[src/rtl/tx_jabber_guard.sv]
module tx_jabber_guard #(
  parameter int unsigned TRIP_CYCLES  = 12_500_000,
  parameter int unsigned UNJAB_CYCLES = 62_500_000
) (
  input  logic clk,
  input  logic rst_n,
  input  logic tx_en,
  input  logic guard_en,
  input  logic status_rd,
  output logic tx_gate,
  output logic col_jabber,
  output logic jabber_seen
);
  localparam int TW = $clog2(TRIP_CYCLES + 1);
  localparam int QW = $clog2(UNJAB_CYCLES + 1);

  logic          jabbing;
  logic [TW-1:0] run_cnt;
  logic [QW-1:0] quiet_cnt;

  wire run_full   = (run_cnt == TW'(TRIP_CYCLES - 1));
  wire quiet_full = (quiet_cnt == QW'(UNJAB_CYCLES - 1));
  wire trip       = guard_en && !jabbing && tx_en && run_full;

  always_ff @(posedge clk) begin
    if (!rst_n) begin
      jabbing   <= 1'b0;
      run_cnt   <= '0;
      quiet_cnt <= '0;
    end else if (!guard_en) begin
      jabbing   <= 1'b0;
      run_cnt   <= '0;
      quiet_cnt <= '0;
    end else if (jabbing) begin
      run_cnt <= '0;
      if (tx_en) begin
        quiet_cnt <= '0;
      end else if (quiet_full) begin
        jabbing   <= 1'b0;
        quiet_cnt <= '0;
      end else begin
        quiet_cnt <= quiet_cnt + 1'b1;
      end
    end else begin
      quiet_cnt <= '0;
      if (!tx_en) begin
        run_cnt <= '0;
      end else if (run_full) begin
        jabbing <= 1'b1;
        run_cnt <= '0;
      end else begin
        run_cnt <= run_cnt + 1'b1;
      end
    end
  end

  always_ff @(posedge clk) begin
    if (!rst_n)         jabber_seen <= 1'b0;
    else if (trip)      jabber_seen <= 1'b1;
    else if (status_rd) jabber_seen <= 1'b0;
  end

  assign tx_gate    = tx_en & ~jabbing;
  assign col_jabber = jabbing;


  trip_needs_tx_chk: assert property (@(posedge clk) disable iff (!rst_n)
    $rose(col_jabber) |-> ($past(tx_en) && $past(guard_en)));


  gate_blocked_chk: assert property (@(posedge clk) disable iff (!rst_n)
    col_jabber |-> !tx_gate);


  release_quiet_chk: assert property (@(posedge clk) disable iff (!rst_n)
    $fell(col_jabber) |-> (!$past(tx_en) || !$past(guard_en)));


  run_bound_chk: assert property (@(posedge clk) disable iff (!rst_n)
    (run_cnt < TW'(TRIP_CYCLES)) && (quiet_cnt < QW'(UNJAB_CYCLES)));


  sticky_set_chk: assert property (@(posedge clk) disable iff (!rst_n)
    $rose(col_jabber) |-> jabber_seen);


  sticky_clear_chk: assert property (@(posedge clk) disable iff (!rst_n)
    $fell(jabber_seen) |-> $past(status_rd));


  guard_off_chk: assert property (@(posedge clk) disable iff (!rst_n)
    !$past(guard_en) |-> !col_jabber);
endmodule

[config.mk]
export PLATFORM = sky130hd
export DESIGN_NAME = tx_jabber_guard
export DESIGN_NICKNAME = d
export VERILOG_FILES = /design/src/rtl/tx_jabber_guard.sv
export SDC_FILE = /design/constraint.sdc
export NUM_CORES = 1
export LEC_CHECK = 0
export CAP_MARGIN = 40
export CORE_UTILIZATION = 25
export DETAILED_ROUTE_END_ITERATION = 8
export GPL_TIMING_DRIVEN = 0
export HOLD_SLACK_MARGIN = 0.08
export PLACE_DENSITY = 0.36
export SLEW_MARGIN = 5
export SYNTH_ARGS = -nofsm -noshare
export SYNTH_HDL_FRONTEND = slang
export SYNTH_SLANG_ARGS = --single-unit
export TNS_END_PERCENT = 10
[constraint.sdc]
create_clock -name clk -period 4.2 [get_ports clk]
set_clock_uncertainty 0.2 [all_clocks]
set_input_delay 0.84 -clock clk [delete_from_list [all_inputs] [get_ports clk]]
set_output_delay 0.84 -clock clk [all_outputs]
set_load 0.01 [all_outputs]
==> key figures <==
Outcome
  – Status: complete, no violations

GRT
  – GRT Util Overall: 12.5%
  – Number of global-route vias before repair: 1976
  – Largest net degree at the start of global routing: 16
  – Initial antenna violation count: 0
  – GRT overflow: 0
  – Global-route wire length before repair: 9.99 mm

Power and ir drop
  – Power Internal: 734 uW
  – Clk network pwr share: between 40 and 50%
  – Sw Ratio: 19.7%
  – Power per standard cell area: 322 nW/um^2
  – Gate power share: 1.4%
  – Sequential share of power: 54.0%
  – Switching power: 180 uW
  – Worst vdd ir: roughly 0.17 mV
  – Pleak: 0.000756 uW

Clocking
  – Clock transition at path regs: 0.09 ns
  – CTS Sinks: 52
  – Clock Root Buffer: clkbuf_8
  – TritonCTS clock tree: done
  – CTS Buf Count: 5
  – Setup bufs post-CTS: 0
  – Hold_buf cts: 0
  – Maximum level of the CTS H-tree: 2
  – Clock Latency Late Sink: 0.31 ns
  – Resized Gates After CTS: 0
  – Clock buffer depth: 2

Logic synthesis
  – Async set-reset flop share out of synthesis: 0%
  – Post-synthesis average cell area: ~8.5 um^2
  – Syn_nets: 297
  – Yosys Warn Count: 0
  – Top cell type's share of synthesized area: 42.0%
  – Synth area leaders: dfxtp_1, or4_1, a21oi_1
  – Synthesis-stage register bit count: 52
  – Register area share after synthesis: between 40% and 50%
  – Main synth FF type: dfxtp_1
  – Synth cell types: 39
  – Cell type with the highest aggregate area in the netlist: dfxtp_1
  – Number of synthesized flops with an enable pin: 0
  – Syn Std Cell Area: 2480 um^2
  – Mapped Cells: 290

Detailed routing
  – Wire length per cell: 13.5 um
  – Remaining antenna violation count: 0
  – Routed WL: between 5 and 6 mm
  – DR pass1 iterations: 4
  – DRC errors left: 0
  – Vias: approximately 2100
  – Avg Vias per Cell: about 5
  – Iteration-0 DRC Markers: between 70 and 80

Critical path
  – Kind of critical path: in2out
  – Max stage delay on crit path: 0.58 ns
  – Crit path top cell by count: clkdlybuf4s50_1
  – Slowest CP cell: clkdlybuf4s50_1
  – CP endpoint kind: output port
  – CP top delay family: buffers and inverters
  – Max FO, Critical Path: 3
  – CP Cell Sequence: clkdlybuf4s50_1 -> nor2b_1 -> clkdlybuf4s50_1
  – CP bufs+invs: 2
  – Element type at the critical path start: input pin
  – Worst endpoint required time: 3.16 ns
  – Arrival @ worst endpoint: 2.16 ns

Floorplan
  – DIE AREA: 10300 um^2
  – Rows: 35
  – Die Span Y: 102 um
  – I/O pin total: 8
  – Starting Density: 26.3%
  – Die X: 102 um
  – Core area: roughly 9400 um^2

Timing
  – Tightest Pin Transition: 0.592 ns
  – Setup violators final: 0
  – Fmax: approximately 310 MHz
  – Fin. max-slew vios: 0
  – Hold slack final: 0.264 ns
  – RSZ-0062 raised after global routing: false
  – Final hold vios: 0
  – Final period util: about three quarters
  – Slew HR: between 60 and 70%
  – Final min period: 3.20 ns
  – Fin Setup TNS: 0 ns

Flow run
  – Max Cap Viol: 0

Cells and area
  – Fillers: 1016
  – Register area: 1040 um^2
  – Antenna diodes: 0
  – Commonest non-fill, non-tap cell in the layout: dfxtp_1
  – Final Cell Area: 2840 um^2
  – Most frequent cells in the layout: dfxtp_1, nor2_1, a21oi_1
  – Area grow syn2layout: 14.6%
  – Multi-input gate area: about 1300 um^2
  – Share of cells above drive strength 1: 6.58%
  – Total Nets Final: 311

Placed design
  – I/O Buffers: 7
  – Placed inst area: around 2700 um^2
  – Detailed placement HPWL: around 4.1 mm
  – Final Wtd Congestion: 0.678

Min path
  – Tightest Hold Check Type: reg2reg
==> power by group through the flow <==
| stage | Combinational [uW] | Sequential, uW | Clock (uW) |
|---|---|---|---|
| after floorplan | 5.16 | 505 | 0 |
| after global placement | 12.6 | 505 | 0 |
| after detailed placement | 12.7 | 505 | 0 |
| after CTS | 12.8 | 494 | 430 |
| after global routing | 13.8 | 494 | 444 |
| final | 12.5 | 494 | 408 |
==> layer usage <==
| layer | vias to the layer above | wire length (um) | track usage (%) |
|---|---|---|---|
| met4 | 0 | 71 | 3.68 |
| met3 | 5 | 167 | 2.55 |
| met1 | 997 | 3140 | 18.3 |
| met2 | 20 | 2470 | 18.3 |
| li1 | 1093 | - | - |
| met5 | - | 0 | 0 |
==> per-stage QoR <==
stage	std cells	util (%)	setup WS (ns)	power [uW]
final	433	30.1	0.998	914
after global routing	433	30.1	0.928	952
after CTS	433	30.1	0.989	936
after detailed placement	426	28.8	0.998	518
after global placement	426	28.8	0.992	518
after floorplan	290	-	2.01	510
==> worst paths after layout <==
check                                start         end  slack (ns)  cells past startpoint
worst max register to register  run_cnt[0]  run_cnt[4]        1.69                      6
worst min register to register  run_cnt[0]  run_cnt[0]        0.26                      1
worst max-delay path                 tx_en     tx_gate         1.0                      3
worst min-delay path            run_cnt[0]  run_cnt[0]        0.26                      1
==> Yosys cell counts (4+ instances only) <==
cell type,instances
a21oi_1,25
and3_1,4
and4_1,5
clkbuf_1,6
dfxtp_1,52
inv_1,11
nand2_1,18
nand3_1,19
nand4_1,13
nor2_1,30
nor3_1,5
o21ai_0,9
o31ai_1,14
or3_1,8
or4_1,17
xnor2_1,10
xor2_1,12
==> layout make-up <==
cell class	count	area share (%)
multi-input combinational	215	46.9
clock buffer	5	2.43
clock inverter	2	2.12
buffer	12	2.25
timing repair buffer	7	2.47
inverter	11	1.46
tap	129	5.69
sequential	52	36.7
==> logic make-up after synthesis <==
group                    synth area share (%)
AO/OA/AOI/OAI                            13.5
XOR/XNOR                                 7.78
adder cells (fa/ha/maj)                  1.01
buffers and inverters                    4.24
flip-flops                               42.0
AND/OR/NAND/NOR                          31.4
==> registers in the layout, indices dropped and copies added (netlist names) <==
signal       flops
run_cnt         24
jabber_seen      1
col_jabber       1
quiet_cnt       26
No activity file was read; power rests on OpenSTA's default activity.
